`src/rtl/pos_rx_pkg.sv`:
```
package pos_rx_pkg;
    localparam int DATA_W = 32;
    localparam int MOD_W  = 2;

    typedef struct packed {
        logic              sop;
        logic              eop;
        logic [MOD_W-1:0]  mod;
        logic              err;
        logic [DATA_W-1:0] data;
    } rx_word_t;

    localparam int WORD_W = $bits(rx_word_t);

    typedef enum logic [1:0] {
        ST_IDLE = 2'd0,
        ST_XFER = 2'd1,
        ST_EOP  = 2'd2,
        ST_HOLD = 2'd3
    } rd_state_t;
endpackage

```
`src/rtl/pos_rx_fifo.sv`:
```
module pos_rx_fifo
    import pos_rx_pkg::*;
#(
    parameter int DEPTH = 64
) (
    input  logic     clk,
    input  logic     rst_n,
    input  logic     push,
    input  rx_word_t din,
    input  logic     pop,
    output rx_word_t head,
    output logic     full,
    output logic     empty
);
    localparam int AW = $clog2(DEPTH);
    localparam int CW = AW + 1;

    rx_word_t        mem [DEPTH];
    logic [AW-1:0]   wr_ptr;
    logic [AW-1:0]   rd_ptr;
    logic [CW-1:0]   count;
    logic            do_push;
    logic            do_pop;

    assign full    = (count == CW'(DEPTH));
    assign empty   = (count == '0);
    assign do_push = push && !full;
    assign do_pop  = pop && !empty;
    assign head    = mem[rd_ptr];

    always_ff @(posedge clk) begin
        if (do_push) begin
            mem[wr_ptr] <= din;
        end
    end

    always_ff @(posedge clk) begin
        if (!rst_n) begin
            wr_ptr <= '0;
            rd_ptr <= '0;
            count  <= '0;
        end else begin
            if (do_push) begin
                wr_ptr <= (wr_ptr == AW'(DEPTH - 1)) ? '0 : wr_ptr + 1'b1;
            end
            if (do_pop) begin
                rd_ptr <= (rd_ptr == AW'(DEPTH - 1)) ? '0 : rd_ptr + 1'b1;
            end
            unique case ({do_push, do_pop})
                2'b10:   count <= count + 1'b1;
                2'b01:   count <= count - 1'b1;
                default: count <= count;
            endcase
        end
    end

    assert_no_pop_when_empty_R7: assert property (@(posedge clk) disable iff (!rst_n)
        pop |-> !empty);

    assert_full_drop_R10: assert property (@(posedge clk) disable iff (!rst_n)
        (full && !pop) |=> full);
endmodule

```
`src/rtl/pos_rx_parity.sv`:
```
module pos_rx_parity #(
    parameter int W = 32
) (
    input  logic [W-1:0] data,
    output logic         odd_bit
);
    assign odd_bit = ~(^data);
endmodule

```
`src/rtl/pos_rx_rdctl.sv`:
```
module pos_rx_rdctl
    import pos_rx_pkg::*;
(
    input  logic              clk,
    input  logic              rst_n,
    input  logic              sel_i,
    input  logic              enb_n_i,
    input  logic              fifo_empty,
    input  rx_word_t          head,
    input  logic              head_par,
    output logic              pop,
    output logic [DATA_W-1:0] data_o,
    output logic              sop_o,
    output logic              eop_o,
    output logic [MOD_W-1:0]  mod_o,
    output logic              par_o,
    output logic              err_o,
    output logic              val_o
);
    rd_state_t state_q;
    rd_state_t state_d;
    logic      enb_q;

    always_ff @(posedge clk) begin
        if (!rst_n) begin
            state_q <= ST_IDLE;
            enb_q   <= 1'b0;
        end else begin
            state_q <= state_d;
            enb_q   <= !enb_n_i;
        end
    end

    always_comb begin
        state_d = state_q;
        pop     = 1'b0;
        if (!sel_i) begin
            state_d = ST_IDLE;
        end else begin
            unique case (state_q)
                ST_IDLE: state_d = ST_XFER;
                ST_XFER: begin
                    if (enb_q) begin
                        if (fifo_empty) begin
                            state_d = ST_HOLD;
                        end else begin
                            pop = 1'b1;
                            if (head.eop) state_d = ST_EOP;
                        end
                    end
                end
                ST_EOP:  if (enb_q) state_d = ST_HOLD;
                ST_HOLD: state_d = ST_HOLD;
                default: state_d = ST_IDLE;
            endcase
        end
    end

    always_ff @(posedge clk) begin
        if (!rst_n) begin
            val_o  <= 1'b0;
            data_o <= '0;
            sop_o  <= 1'b0;
            eop_o  <= 1'b0;
            mod_o  <= '0;
            par_o  <= 1'b1;
            err_o  <= 1'b0;
        end else begin
            if (!sel_i) begin
                val_o <= 1'b0;
            end else if (enb_q) begin
                val_o <= pop;
            end
            if (pop) begin
                data_o <= head.data;
                sop_o  <= head.sop;
                eop_o  <= head.eop;
                mod_o  <= head.eop ? head.mod : '0;
                err_o  <= head.eop && head.err;
                par_o  <= head_par;
            end
        end
    end

    assert_valid_stays_low_R5: assert property (@(posedge clk) disable iff (!rst_n)
        (state_q == ST_HOLD && sel_i) |=> !val_o);

    assert_eop_then_low_R6: assert property (@(posedge clk) disable iff (!rst_n)
        (state_q == ST_EOP && enb_q && sel_i) |=> !val_o);

    assert_hold_without_enable_R8: assert property (@(posedge clk) disable iff (!rst_n)
        (!enb_q && sel_i) |=> ($stable(data_o) && $stable(val_o) && $stable(eop_o)));

    assert_no_pop_while_low_R7: assert property (@(posedge clk) disable iff (!rst_n)
        (pop && state_q != ST_IDLE) |-> (state_q == ST_XFER));
endmodule

```
`src/rtl/pos_rx_port.sv`:
```
module pos_rx_port
    import pos_rx_pkg::*;
#(
    parameter int DEPTH = 64
) (
    input  logic              clk,
    input  logic              rst_n,
    input  logic              wr_en,
    input  logic [DATA_W-1:0] wr_data,
    input  logic              wr_sop,
    input  logic              wr_eop,
    input  logic [MOD_W-1:0]  wr_mod,
    input  logic              wr_err,
    output logic              arr_ts,
    output logic              ovf_sticky,
    input  logic              sel,
    input  logic              rd_enb_n,
    output logic [DATA_W-1:0] rd_data,
    output logic              rd_sop,
    output logic              rd_eop,
    output logic [MOD_W-1:0]  rd_mod,
    output logic              rd_par,
    output logic              rd_err,
    output logic              rd_val
);
    rx_word_t wr_word;
    rx_word_t head;
    logic     full;
    logic     empty;
    logic     pop;
    logic     head_par;

    assign wr_word = '{sop: wr_sop, eop: wr_eop, mod: wr_mod, err: wr_err, data: wr_data};

    pos_rx_fifo #(.DEPTH(DEPTH)) fifo_i (
        .clk   (clk),
        .rst_n (rst_n),
        .push  (wr_en),
        .din   (wr_word),
        .pop   (pop),
        .head  (head),
        .full  (full),
        .empty (empty)
    );

    pos_rx_parity #(.W(DATA_W)) par_i (
        .data    (head.data),
        .odd_bit (head_par)
    );

    pos_rx_rdctl rdctl_i (
        .clk        (clk),
        .rst_n      (rst_n),
        .sel_i      (sel),
        .enb_n_i    (rd_enb_n),
        .fifo_empty (empty),
        .head       (head),
        .head_par   (head_par),
        .pop        (pop),
        .data_o     (rd_data),
        .sop_o      (rd_sop),
        .eop_o      (rd_eop),
        .mod_o      (rd_mod),
        .par_o      (rd_par),
        .err_o      (rd_err),
        .val_o      (rd_val)
    );

    always_ff @(posedge clk) begin
        if (!rst_n) begin
            arr_ts     <= 1'b0;
            ovf_sticky <= 1'b0;
        end else begin
            arr_ts     <= wr_en && !full && wr_sop;
            ovf_sticky <= ovf_sticky || (wr_en && full);
        end
    end

    assert_err_needs_eop_R4: assert property (@(posedge clk) disable iff (!rst_n)
        (rd_val && rd_err) |-> rd_eop);

    assert_parity_odd_R3: assert property (@(posedge clk) disable iff (!rst_n)
        rd_val |-> (^{rd_data, rd_par}) == 1'b1);

    assert_ovf_sticky_R10: assert property (@(posedge clk) disable iff (!rst_n)
        ovf_sticky |=> ovf_sticky);

    assert_arrival_needs_write_R9: assert property (@(posedge clk) disable iff (!rst_n)
        $rose(arr_ts) |-> $past(wr_en && wr_sop));
endmodule

```
`config.mk`:
```
export PLATFORM = sky130hd
export DESIGN_NAME = pos_rx_port
export DESIGN_NICKNAME = d
export VERILOG_FILES = /design/src/rtl/pos_rx_pkg.sv /design/src/rtl/pos_rx_fifo.sv /design/src/rtl/pos_rx_parity.sv /design/src/rtl/pos_rx_rdctl.sv /design/src/rtl/pos_rx_port.sv
export SDC_FILE = /design/constraint.sdc
export NUM_CORES = 2
export LEC_CHECK = 0
export ABC_AREA = 1
export BUFFER_PORTS_ARGS = -buffer_cell sky130_fd_sc_hd__buf_4
export CORE_MARGIN = 8
export CORE_UTILIZATION = 60
export CTS_CLUSTER_DIAMETER = 40
export CTS_CLUSTER_SIZE = 30
export DETAILED_ROUTE_END_ITERATION = 12
export PLACE_DENSITY = 0.76
export SKIP_CTS_REPAIR_TIMING = 1
export SYNTH_ARGS = -nofsm -noshare
export SYNTH_HDL_FRONTEND = slang
export SYNTH_SLANG_ARGS = --single-unit
```
`constraint.sdc`:
```
create_clock -name clk -period 5 [get_ports clk]
set_input_delay 0.75 -clock clk [delete_from_list [all_inputs] [get_ports clk]]
set_output_delay 0.75 -clock clk [all_outputs]
set_load 0.05 [all_outputs]
```
==> impl_metrics.csv <==
group,metric,value,unit
run_status,result_of_the_run,"completed",
cts,numCtsBuffers,286,
drt,drtAntennaViolNets,0,
synthesis,synth_area,0.09811,mm2
power_and_ir_drop,swShare,21.54,%
flow_run,maximum_capacitance_violations,0,
drt,drcViolationCount,0,
placement,port_buffers,82,
synthesis,netlist_instances,8174,
floorplanning,fp.dieW,420.4,um
placement,routabilityCongestion,0.9008,
floorplanning,die-height,420.4,um
floorplanning,std_cell_rows,148,
critical_path,critical_path_peak_fanout,150,
synthesis,ys_seq_area_share,73.88,%
timing,slew-limit-headroom,24.52,%
cts,htreeDepth,5,
timing,timing.setup.tns,0,ns
global_routing,grt_max_degree,178,
global_routing,antenna_found_initial,6,
critical_path,timing.setup.critical_path_class,"flop to flop",
timing,fin_crit,3.968,ns
power_and_ir_drop,switching_power,0.009645,W
drt,drt_pass1_iterations,8,
power_and_ir_drop,p_seq_share,50.2,%
cells_and_area,fillCellCount,10790,
floorplanning,io_pins,83,
global_routing,globalRouteTotalUtil,32.38,%
hold_path,min-delay-start,"wr_en",
timing,share_of_the_cycle_needed_by_the_critical_path_after_routing,79.36,%
cts,clk-insertion-delay-late,0.94,ns
critical_path,register_to_register_path_setup_slack,1.03,ns
drt,drt-wirelength-per-cell,27.49,um
hold_path,min_delay_worst_endpoint,"ovf_sticky",
floorplanning,core_area,0.1626,mm2
synthesis,average_size_of_a_mapped_cell,12.00,um2
floorplanning,fp.dieArea,0.1767,mm2
synthesis,postSynth.topFlopCell,"edfxtp_1",
synthesis,ys_seq_elements,2437,
power_and_ir_drop,power.share.combinational,2.5,%
critical_path,cp_data_arrival_time,4.79,ns
timing,timing.final.setup_violations,0,
timing,rsz0062_at_grt,"no",
placement,dpl.hpwl,153.3,mm
cells_and_area,drive_above_1_share,9.886,%
drt,drt_first_iter_violations,10940,
drt,wl,291.4,mm
synthesis,yosysUniqueCellTypes,32,
power_and_ir_drop,vdd_ir_drop_max,0.0003986,V
cts,clk_transition_reported_paths,0.06,ns
hold_path,min_delay_path_depth,3,
cts,cts_num_sinks,2437,
critical_path,critPathLaunchType,"flop",
power_and_ir_drop,power.static_leakage,39.06,nW
synthesis,synthesis.nets,8222,
timing,final_max_slew_viol_count,0,
synthesis,count_of_flip_flops_with_a_built_in_enable_after_synthesis,2368,
cts,max-clock-path-buffers,4,
critical_path,worst_ep_required_time,5.82,ns
floorplanning,floorplan.initialDensity,60.34,%
global_routing,grt-ovfl-total,0,
synthesis,synth-warning-count,0,
cts,root_buffer,"clkbuf_16",
power_and_ir_drop,cellInternalPower,0.03513,W
timing,fmax,252.0,MHz
cells_and_area,layout.cells.most_common_list,"2422 x nand2_1, 2368 x edfxtp_1, 1970 x nand3_1",
timing,timing.final.hold_violations,0,
timing,hold_slack,0.07562,ns
drt,detail_route.vias_per_cell,6.492,
cells_and_area,num-nets-final,8259,
hold_path,min_path_type,"primary input to flop",
synthesis,synth_async_sr_flop_share,0,%
power_and_ir_drop,power.density,402.4,mW/mm2
cells_and_area,syn_to_final_growth,13.41,%
power_and_ir_drop,power_frac_clock,47.3,%
cts,tritoncts,"yes",
critical_path,worstSetupEndpointType,"flop",
critical_path,worstRegToRegCells,23,
critical_path,crit-reg2reg-capture,"rdctl_i.par_o",
drt,vias,68830,
global_routing,first_pass_grt_wire_length,424.5,mm
timing,skew,0.06365,ns
global_routing,first_global_vias,65970,
cells_and_area,layout_commonest_cell,"nand2_1",
timing,tightestPinTransition,1.131,ns
[synth_stat cells (all sizes together), types with 6 or more instances]
master,n,area (um2)
nand2,2422,9091
edfxtp,2368,71110
nand3,1970,9859
buf,431,2412
nor2,303,1137
o21ai,252,1261
clkbuf,103,386.6
o22ai,100,625.6
dfxtp,69,1381
inv,56,212.7
a21oi,55,275.3
xor2,7,61.31
ha,6,75.07
nor3,6,30.03
[how the worst max path moves through the flow]
stage	startpoint	endpoint	slack, ns	cells past startpoint
2_1_floorplan	wr_en	fifo_i.mem[63][0]	0.56	4
3_3_place_gp	wr_en	fifo_i.count[6]	1.20	19
3_5_place_dp	flop	rdctl_i.par_o	1.24	21
4_1_cts	flop	rdctl_i.par_o	1.20	21
5_1_grt	fifo_i.count[0]	fifo_i.count[6]	0.85	20
6_report	flop	rdctl_i.par_o	1.03	23
[registers in the layout, summed over array words and instances, names as in the netlist, named ones only]
name / cells
fifo_i.count: 7
rdctl_i.mod_o: 2
rdctl_i.eop_o: 1
rdctl_i.val_o: 1
rdctl_i.par_o: 1
rdctl_i.enb_q: 1
fifo_i.wr_ptr: 6
rdctl_i.data_o: 32
rdctl_i.err_o: 1
arr_ts: 1
ovf_sticky: 1
rdctl_i.state_q: 2
rdctl_i.sop_o: 1
fifo_i.mem: 2368
fifo_i.rd_ptr: 6
[per-stage QoR]
stage | util (%) | total power [W] | cells | area [um2] | setup slack (ns)
2_1_floorplan | - | 0.02343 | 8174 | 98110 | 0.5576
3_3_place_gp | 62.49 | 0.02396 | 10100 | 101600 | 1.196
3_5_place_dp | 62.49 | 0.02400 | 10100 | 101600 | 1.238
4_1_cts | 68.43 | 0.04481 | 10600 | 111300 | 1.199
5_1_grt | 68.44 | 0.04568 | 10600 | 111300 | 0.8452
6_report | 68.44 | 0.04478 | 10600 | 111300 | 1.032
[layout make-up]
class | count | area (um2) | area share (%)
Tap cell | 2175 | 2721 | 2.446
Clock inverter | 179 | 2165 | 1.945
Inverter | 58 | 256.5 | 0.2305
Multi-Input combinational cell | 5145 | 23080 | 20.74
Timing Repair Buffer | 283 | 3040 | 2.732
Antenna cell | 1 | 2.502 | 0.002249
Clock buffer | 324 | 7498 | 6.739
Sequential cell | 2437 | 72510 | 65.16
[power groups by stage]
stage                     clock (W)  combinational [W]  sequential [W]
final                        0.0212            0.00111          0.0225
after global routing         0.0220            0.00119          0.0225
after CTS                    0.0212            0.00109          0.0225
after detailed placement          0            0.00108          0.0229
after global placement            0            0.00104          0.0229
after floorplan                   0           0.000490          0.0229
[worst max-delay path: stages, from the launching register on]
cell	delay, ns
dfxtp_4	0.52
inv_16	0.51
buf_4	0.53
nand2_1	0.10
nand3_1	0.10
nand3_1	0.11
nand3_1	0.14
nand3_1	0.19
nand2_1	0.14
nand2_1	0.06
nand2_1	0.10
nand2_1	0.08
nand2_1	0.14
inv_1	0.08
nand2_1	0.08
nand2_1	0.05
nand2_1	0.06
nand2_1	0.18
nand2_1	0.15
inv_1	0.05
nor2_1	0.11
nand2_1	0.07
nand3_1	0.07
nand2_1	0.06
[routing by layer]
metal | routed length [um] | global-route usage [%] | vias up
met5 | 18 | 0 | -
met4 | 22250 | 20.49 | 4
met3 | 39430 | 7.052 | 1191
met2 | 130700 | 49.14 | 5534
met1 | 99050 | 42.87 | 32790
li1 | - | - | 29310
[cell families after synthesis]
kind of cell,count (synthesis),share of synthesized area (%)
and+or+nand+nor,4708,20.55
DFF,2437,73.88
buffers and inverters,592,3.077
AOI/OAI and AO/OA,419,2.303
xor gates and xnor gates,12,0.1071
adders and majority gates,6,0.07651
(Power assumes the default switching activity.)
